### config.mk
export PLATFORM = sky130hd
export DESIGN_NAME = tagperm_array
export DESIGN_NICKNAME = d
export VERILOG_FILES = /design/src/rtl/tagperm_pkg.sv /design/src/rtl/tagperm_addr_split.sv /design/src/rtl/tagperm_way_match.sv /design/src/rtl/tagperm_lru.sv /design/src/rtl/tagperm_array.sv
export SDC_FILE = /design/constraint.sdc
export NUM_CORES = 2
export LEC_CHECK = 0
export ABC_AREA = 1
export CAP_MARGIN = 10
export CORE_UTILIZATION = 40
export DETAILED_ROUTE_END_ITERATION = 10
export PLACE_DENSITY = 0.56
export SLEW_MARGIN = 0
export SYNTH_ARGS = -nofsm -noshare
export SYNTH_HDL_FRONTEND = slang
export SYNTH_HIERARCHICAL = 1
export SYNTH_SLANG_ARGS = --single-unit
export TNS_END_PERCENT = 10
### constraint.sdc
create_clock -name clk -period 10.1 [get_ports clk]
set_clock_uncertainty 0.05 [all_clocks]
set_input_delay 1.01 -clock clk [delete_from_list [all_inputs] [get_ports clk]]
set_output_delay 1.01 -clock clk [all_outputs]
set_load 0.01 [all_outputs]
### src/rtl/tagperm_pkg.sv
// Shared encodings for the permission-checked tag store.
// Assumes every user compares against these names, not raw codes.
package tagperm_pkg;

    typedef enum logic [1:0] {
        PERM_ABSENT = 2'd0,
        PERM_INVAL  = 2'd1,
        PERM_RDONLY = 2'd2,
        PERM_RDWR   = 2'd3
    } perm_e;

    typedef enum logic [1:0] {
        KIND_LOAD  = 2'd0,
        KIND_FETCH = 2'd1,
        KIND_STORE = 2'd2,
        KIND_RSVD  = 2'd3
    } kind_e;

    typedef enum logic [2:0] {
        OP_ACCESS  = 3'd0,
        OP_PRESENT = 3'd1,
        OP_AVAIL   = 3'd2,
        OP_ALLOC   = 3'd3,
        OP_DEALLOC = 3'd4,
        OP_SETPERM = 3'd5,
        OP_PROBE   = 3'd6,
        OP_RSVD    = 3'd7
    } op_e;

endpackage

### src/rtl/tagperm_addr_split.sv
// Splits a line-aligned address into set index and tag.
// Assumes: the offset bits are ignored and SETS is a power of two.
module tagperm_addr_split #(
    parameter int ADDR_W   = 32,
    parameter int OFFSET_W = 6,
    parameter int SETS     = 16,
    localparam int IDX_W   = $clog2(SETS),
    localparam int TAG_W   = ADDR_W - OFFSET_W - IDX_W
) (
    input  logic [ADDR_W-1:0] addr,
    output logic [IDX_W-1:0]  set_idx,
    output logic [TAG_W-1:0]  tag
);

    // Set index sits just above the block offset; the tag is everything above.
    assign set_idx = addr[OFFSET_W +: IDX_W];
    assign tag     = addr[ADDR_W-1 -: TAG_W];

endmodule

### src/rtl/tagperm_way_match.sv
// Compares one set's ways against a tag and finds the lowest free way.
// Assumes: at most one non-absent way holds a given tag.
module tagperm_way_match
    import tagperm_pkg::*;
#(
    parameter int WAYS  = 4,
    parameter int TAG_W = 22,
    localparam int WAY_W = $clog2(WAYS)
) (
    input  logic [WAYS-1:0][TAG_W-1:0] row_tags,
    input  logic [WAYS-1:0][1:0]       row_perms,
    input  logic [TAG_W-1:0]           tag,
    output logic                       found,
    output logic [WAY_W-1:0]           match_way,
    output logic                       free_any,
    output logic [WAY_W-1:0]           free_way
);

    logic [WAYS-1:0] match_vec;
    logic [WAYS-1:0] free_vec;

    // Per-way compare: a match needs an equal tag and a present line.
    for (genvar w = 0; w < WAYS; w++) begin : g_cmp
        assign free_vec[w]  = (perm_e'(row_perms[w]) == PERM_ABSENT);
        assign match_vec[w] = !free_vec[w] && (row_tags[w] == tag);
    end

    // Priority encode both vectors, the lowest index winning.
    always_comb begin
        found     = 1'b0;
        match_way = '0;
        free_any  = 1'b0;
        free_way  = '0;
        for (int w = WAYS - 1; w >= 0; w--) begin
            if (match_vec[w]) begin
                found     = 1'b1;
                match_way = WAY_W'(w);
            end
            if (free_vec[w]) begin
                free_any = 1'b1;
                free_way = WAY_W'(w);
            end
        end
    end

endmodule

### src/rtl/tagperm_lru.sv
// True-LRU tracker: one age rank per way per set, 0 being youngest.
// Assumes: WAYS is a power of two; one touch per cycle at most.
module tagperm_lru #(
    parameter int SETS  = 16,
    parameter int WAYS  = 4,
    localparam int IDX_W = $clog2(SETS),
    localparam int WAY_W = $clog2(WAYS)
) (
    input  logic             clk,
    input  logic             rst_n,
    input  logic             touch,
    input  logic [IDX_W-1:0] touch_set,
    input  logic [WAY_W-1:0] touch_way,
    input  logic [IDX_W-1:0] rd_set,
    output logic [WAY_W-1:0] victim_way
);

    logic [WAYS-1:0][WAY_W-1:0] age_q [SETS];
    logic [WAY_W-1:0]           touched_age;

    assign touched_age = age_q[touch_set][touch_way];

    // Reset ranks way 0 oldest; a touch makes one way youngest and ages the younger ones.
    always_ff @(posedge clk) begin
        if (!rst_n) begin
            for (int s = 0; s < SETS; s++) begin
                for (int w = 0; w < WAYS; w++) begin
                    age_q[s][w] <= WAY_W'(WAYS - 1 - w);
                end
            end
        end else if (touch) begin
            for (int w = 0; w < WAYS; w++) begin
                if (WAY_W'(w) == touch_way) begin
                    age_q[touch_set][w] <= '0;
                end else if (age_q[touch_set][w] < touched_age) begin
                    age_q[touch_set][w] <= age_q[touch_set][w] + 1'b1;
                end
            end
        end
    end

    // The victim is the way holding the oldest rank.
    always_comb begin
        victim_way = '0;
        for (int w = 0; w < WAYS; w++) begin
            if (age_q[rd_set][w] == WAY_W'(WAYS - 1)) begin
                victim_way = WAY_W'(w);
            end
        end
    end

endmodule

### src/rtl/tagperm_array.sv
// Set-associative tag store with per-line permissions and true-LRU replacement.
// Assumes: one request per cycle, line-aligned addresses; the response is registered.
module tagperm_array
    import tagperm_pkg::*;
#(
    parameter int ADDR_W   = 32,
    parameter int OFFSET_W = 6,
    parameter int SETS     = 16,
    parameter int WAYS     = 4,
    localparam int IDX_W   = $clog2(SETS),
    localparam int WAY_W   = $clog2(WAYS),
    localparam int TAG_W   = ADDR_W - OFFSET_W - IDX_W
) (
    input  logic              clk,
    input  logic              rst_n,
    input  logic              req_valid,
    input  logic [2:0]        req_op,
    input  logic [1:0]        req_kind,
    input  logic [1:0]        req_perm,
    input  logic [ADDR_W-1:0] req_addr,
    output logic              rsp_valid,
    output logic              rsp_hit,
    output logic              rsp_found,
    output logic              rsp_err,
    output logic [WAY_W-1:0]  rsp_way,
    output logic [ADDR_W-1:0] rsp_addr
);

    logic [WAYS-1:0][TAG_W-1:0] tag_mem  [SETS];
    logic [WAYS-1:0][1:0]       perm_mem [SETS];

    logic [IDX_W-1:0] set_idx;
    logic [TAG_W-1:0] req_tag;
    logic             found, free_any;
    logic [WAY_W-1:0] match_way, free_way, victim_way;
    perm_e            cur_perm;

    logic             wr_tag, wr_perm, touch, hit_n, err_n;
    logic [WAY_W-1:0] wr_way, way_n, touch_way;
    logic [1:0]       perm_n;
    logic [ADDR_W-1:0] addr_n;

    tagperm_addr_split #(.ADDR_W(ADDR_W), .OFFSET_W(OFFSET_W), .SETS(SETS)) i_split (
        .addr(req_addr), .set_idx(set_idx), .tag(req_tag)
    );

    tagperm_way_match #(.WAYS(WAYS), .TAG_W(TAG_W)) i_match (
        .row_tags(tag_mem[set_idx]), .row_perms(perm_mem[set_idx]), .tag(req_tag),
        .found(found), .match_way(match_way), .free_any(free_any), .free_way(free_way)
    );

    tagperm_lru #(.SETS(SETS), .WAYS(WAYS)) i_lru (
        .clk(clk), .rst_n(rst_n), .touch(touch), .touch_set(set_idx),
        .touch_way(touch_way), .rd_set(set_idx), .victim_way(victim_way)
    );

    assign cur_perm = perm_e'(perm_mem[set_idx][match_way]);

    // Decode the operation into array writes, a replacement touch and the response.
    always_comb begin
        wr_tag    = 1'b0;
        wr_perm   = 1'b0;
        wr_way    = match_way;
        perm_n    = PERM_ABSENT;
        touch     = 1'b0;
        touch_way = match_way;
        hit_n     = 1'b0;
        err_n     = 1'b0;
        way_n     = match_way;
        addr_n    = '0;
        if (req_valid) begin
            case (op_e'(req_op))
                OP_ACCESS: begin
                    touch = found;
                    hit_n = found && ((cur_perm == PERM_RDWR) ||
                            ((cur_perm == PERM_RDONLY) &&
                             (kind_e'(req_kind) == KIND_LOAD || kind_e'(req_kind) == KIND_FETCH)));
                end
                OP_PRESENT: hit_n = found;
                OP_AVAIL:   hit_n = found || free_any;
                OP_ALLOC: begin
                    if (found || !free_any) begin
                        err_n = 1'b1;
                    end else begin
                        hit_n     = 1'b1;
                        wr_tag    = 1'b1;
                        wr_perm   = 1'b1;
                        wr_way    = free_way;
                        perm_n    = PERM_INVAL;
                        touch     = 1'b1;
                        touch_way = free_way;
                        way_n     = free_way;
                    end
                end
                OP_DEALLOC: begin
                    hit_n   = found;
                    err_n   = !found;
                    wr_perm = found;
                    perm_n  = PERM_ABSENT;
                end
                OP_SETPERM: begin
                    hit_n   = found;
                    err_n   = !found;
                    wr_perm = found;
                    perm_n  = req_perm;
                end
                OP_PROBE: begin
                    if (!free_any) begin
                        hit_n  = 1'b1;
                        way_n  = victim_way;
                        addr_n = {tag_mem[set_idx][victim_way], set_idx, OFFSET_W'(0)};
                    end
                end
                default: err_n = 1'b1;
            endcase
        end
    end

    // Array storage: reset clears every line to absent.
    always_ff @(posedge clk) begin
        if (!rst_n) begin
            for (int s = 0; s < SETS; s++) begin
                tag_mem[s]  <= '0;
                perm_mem[s] <= '0;
            end
        end else begin
            if (wr_tag)  tag_mem[set_idx][wr_way]  <= req_tag;
            if (wr_perm) perm_mem[set_idx][wr_way] <= perm_n;
        end
    end

    // Response register: one cycle from request to answer.
    always_ff @(posedge clk) begin
        if (!rst_n) begin
            rsp_valid <= 1'b0;
            rsp_hit   <= 1'b0;
            rsp_found <= 1'b0;
            rsp_err   <= 1'b0;
            rsp_way   <= '0;
            rsp_addr  <= '0;
        end else begin
            rsp_valid <= req_valid;
            rsp_hit   <= hit_n;
            rsp_found <= req_valid && found;
            rsp_err   <= err_n;
            rsp_way   <= way_n;
            rsp_addr  <= addr_n;
        end
    end

endmodule

==> impl_metrics.env <==
export IMPL_clk_pin_slew_worst_paths_ns=0.06
export IMPL_required_ns=10.59
export IMPL_synth_warning_count=6
export IMPL_regArea_um2=50600
export IMPL_synth_area_top_cells="edfxtp_1 (66%), nor2_1 (8.9%), nand2_1 (8.4%), a22oi_1 (7.3%), clkbuf_1 (2.2%)"
export IMPL_drt_pre_antenna_iters=9
export IMPL_synth_commonest_cells="nor2_1 (1806), nand2_1 (1707), edfxtp_1 (1664)"
export IMPL_cap_violations=0
export IMPL_worst_slew_pin_slew_ns=1.39
export IMPL_ys_ff_latch=1696
export IMPL_wl_per_cell_um=25.3
export IMPL_nets=7272
export IMPL_grt_pass1_wl_mm=360
export IMPL_cp_slowest_stage_delay_ns=0.87
export IMPL_antenna_left=0
export IMPL_gr_usage_all_layers=0.256
export IMPL_outcome="finished with violations"
export IMPL_cts_hold_buffers_added=0
export IMPL_finalHoldViolCount=0
export IMPL_htreeDepth=4
export IMPL_multi_input_area_um2=22000
export IMPL_grt_pass1_vias=52400
export IMPL_critPathMaxFanout=48
export IMPL_hp_class="in2reg"
export IMPL_cts_sinks=1696
export IMPL_cts_resized=0
export IMPL_placed_area_um2=79200
export IMPL_sw_frac_of_total=0.246
export IMPL_die_area_um2=192000
export IMPL_synth_area_um2=76000
export IMPL_ys_types=44
export IMPL_arrival_ns=8.75
export IMPL_final_cell_area_um2=84900
export IMPL_violations="DRC"
export IMPL_rsz0062_at_grt="false"
export IMPL_period_minus_slack_ns=8.26
export IMPL_setup_violations=0
export IMPL_netlist_instances=7360
export IMPL_synthArstFlopShare=0
export IMPL_clk_root_buffer_cell="clkbuf_16"
export IMPL_startpoint_type="primary input"
export IMPL_cts_made_buffers=179
export IMPL_grt_overflow=0
export IMPL_synth_main_ff_cell="edfxtp_1"
export IMPL_powerDensity_nw_per_um2=185
export IMPL_route_detailed_drc=2
export IMPL_drt_iter0_drc=6556
export IMPL_path_class="in2reg"
export IMPL_antenna_found_initial=10
export IMPL_clk_latency_ns=0.86
export IMPL_p_seq_frac=0.509
export IMPL_yosysMostFrequentCell="nor2_1"
export IMPL_n_fill_cell=17600
export IMPL_slew_headroom=0.0680
export IMPL_place_hpwl_mm=151
export IMPL_p_clk_frac=0.411
export IMPL_area_growth_pct=11.7
export IMPL_start_util=0.404
export IMPL_via_per_inst=5.64
export IMPL_p_total_mw=15.7
export IMPL_postSynthAreaPerCell_um2=10.3
export IMPL_p_comb_frac=0.080
export IMPL_yosysTopAreaCellShare=0.657
export IMPL_finalSetupTns_ns=0
export IMPL_power_switching_mw=3.86
export IMPL_numPortBuffers=66
export IMPL_yosys_area_top_type="edfxtp_1"
export IMPL_wirelength_mm=250
export IMPL_gp_congestion=0.912
export IMPL_crit_top_cell="nand2_1"
export IMPL_cts_setup_buffers=0
export IMPL_timing_fmax_ghz=0.121
export IMPL_fin_crit_sh=0.818
export IMPL_cts_buffer_depth=3
export IMPL_vias=55700
export IMPL_p_leak_nw=33.3
export IMPL_die_height_um=438
export IMPL_yosysSeqAreaShare=0.666
export IMPL_p_int_mw=11.8
export IMPL_grt_max_degree=117
export IMPL_row_count=159
export IMPL_finalMaxSlewViolations=0
export IMPL_peakVddDrop_v=0.000192
export IMPL_cts_tree="built"
export IMPL_core_um2=188000
export IMPL_die_x_um=438
export IMPL_synth_edf_count=1664
export IMPL_worstSetupEndpointType="register"
export IMPL_crit_slowest_cell="clkdlybuf4s50_1"
export IMPL_io_pin_count=80
export IMPL_drive_gt1_frac=0.0812
-- sequential cells by signal (all words and copies together) (netlist names) --
signal and cells:
i_lru/age_q 128, perm_mem 128, rsp_addr 26, rsp_err 1, rsp_found 1, rsp_hit 1, rsp_valid 1, rsp_way 2
tag_mem 1408
-- through the flow --
stage / worst slack, ns / util / instances / hold WS, ns
floorplan: 4.11 / - / 7365 / 0.713
global placement: 1.26 / 0.421 / 9540 / 0.914
detailed placement: 1.16 / 0.421 / 9540 / 0.921
CTS: 2.04 / 0.451 / 9872 / 0.763
global route: 1.68 / 0.451 / 9875 / 0.768
finish: 1.84 / 0.451 / 9876 / 0.751
-- worst paths after layout --
kind                                startpoint            endpoint  slack, ns  cells after the start
worst min register to register  tag_mem[6][56]        rsp_addr[22]       0.95                      8
worst min-delay path                     rst_n      perm_mem[2][3]       0.75                      2
worst max-delay path               req_addr[9]  i_lru/age_q[12][1]       1.84                     30
worst max register to register  tag_mem[0][79]  i_lru/age_q[12][1]       3.49                     28
-- cell families (layout without fill, tap and decap cells) --
group           Yosys count  after routing  synth area share
compound gates         1033           1033            0.0930
flops                  1696           1696             0.666
fa+ha+maj                 4              4          0.000658
other cells               1             10         0.0000493
simple gates           3745           3745             0.191
buf+inv                 853            865            0.0463
xor+xnor                 28             28           0.00323
-- routing by layer --
metal | share of wire | GRT usage | vias to the layer above | wire length, um
li1 | - | - | 24900 | -
met1 | 0.42 | 0.352 | 27900 | 104000
met2 | 0.47 | 0.412 | 2453 | 119000
met3 | 0.076 | 0.0349 | 394 | 18900
met4 | 0.035 | 0.0942 | 4 | 8880
met5 | 0.00010 | 0 | - | 25
-- power by group through the flow --
stage                     Combinational, mW  Clock (mW)  Sequential (mW)
after global routing                   1.33        6.79             8.01
after CTS                              1.25        6.53             7.99
after global placement                 1.24           0             8.13
after detailed placement               1.24           0             8.14
final                                  1.26        6.45             7.99
after floorplan                       0.723           0             8.12
-- layout make-up --
class                   count  share of cell area
clock buffers             227              0.0557
inverters                 248              0.0111
well taps                2495              0.0368
multi-input cells        4816               0.259
repair buffers            285              0.0297
diodes                      4            0.000118
flip-flops and latches   1696               0.596
clock inverters           105              0.0111
-- placed cells by master, fill, tap and decap left out, types with 5 or more instances in the layout --
cell	count
clkbuf_16	180
nand3_2	10
o21ai_0	83
a221oi_1	5
clkbuf_1	42
xnor2_1	20
nand3_1	149
clkinv_2	29
nor3_1	7
buf_4	202
nor2_1	1788
clkbuf_8	5
inv_1	204
or2_2	31
buf_12	18
clkinv_1	51
xor2_1	8
clkdlybuf4s50_1	63
dfxtp_1	32
inv_2	37
conb_1	6
nand2_1	1705
a21oi_1	181
clkinv_8	5
nor3_2	8
nor2_4	10
nand2_2	13
o21ai_1	10
nor2_2	16
bufinv_16	12
edfxtp_1	1664
o22ai_1	8
a22oi_1	738
-- critical path, delay by kind of cell --
family / cells / cell delay, ns
buf+inv: 6 / 2.45
simple gates: 16 / 2.83
compound gates: 6 / 1.90
xor+xnor: 1 / 0.16
fa+ha+maj: 1 / 0.35
Power figures use the tool's default switching activity.
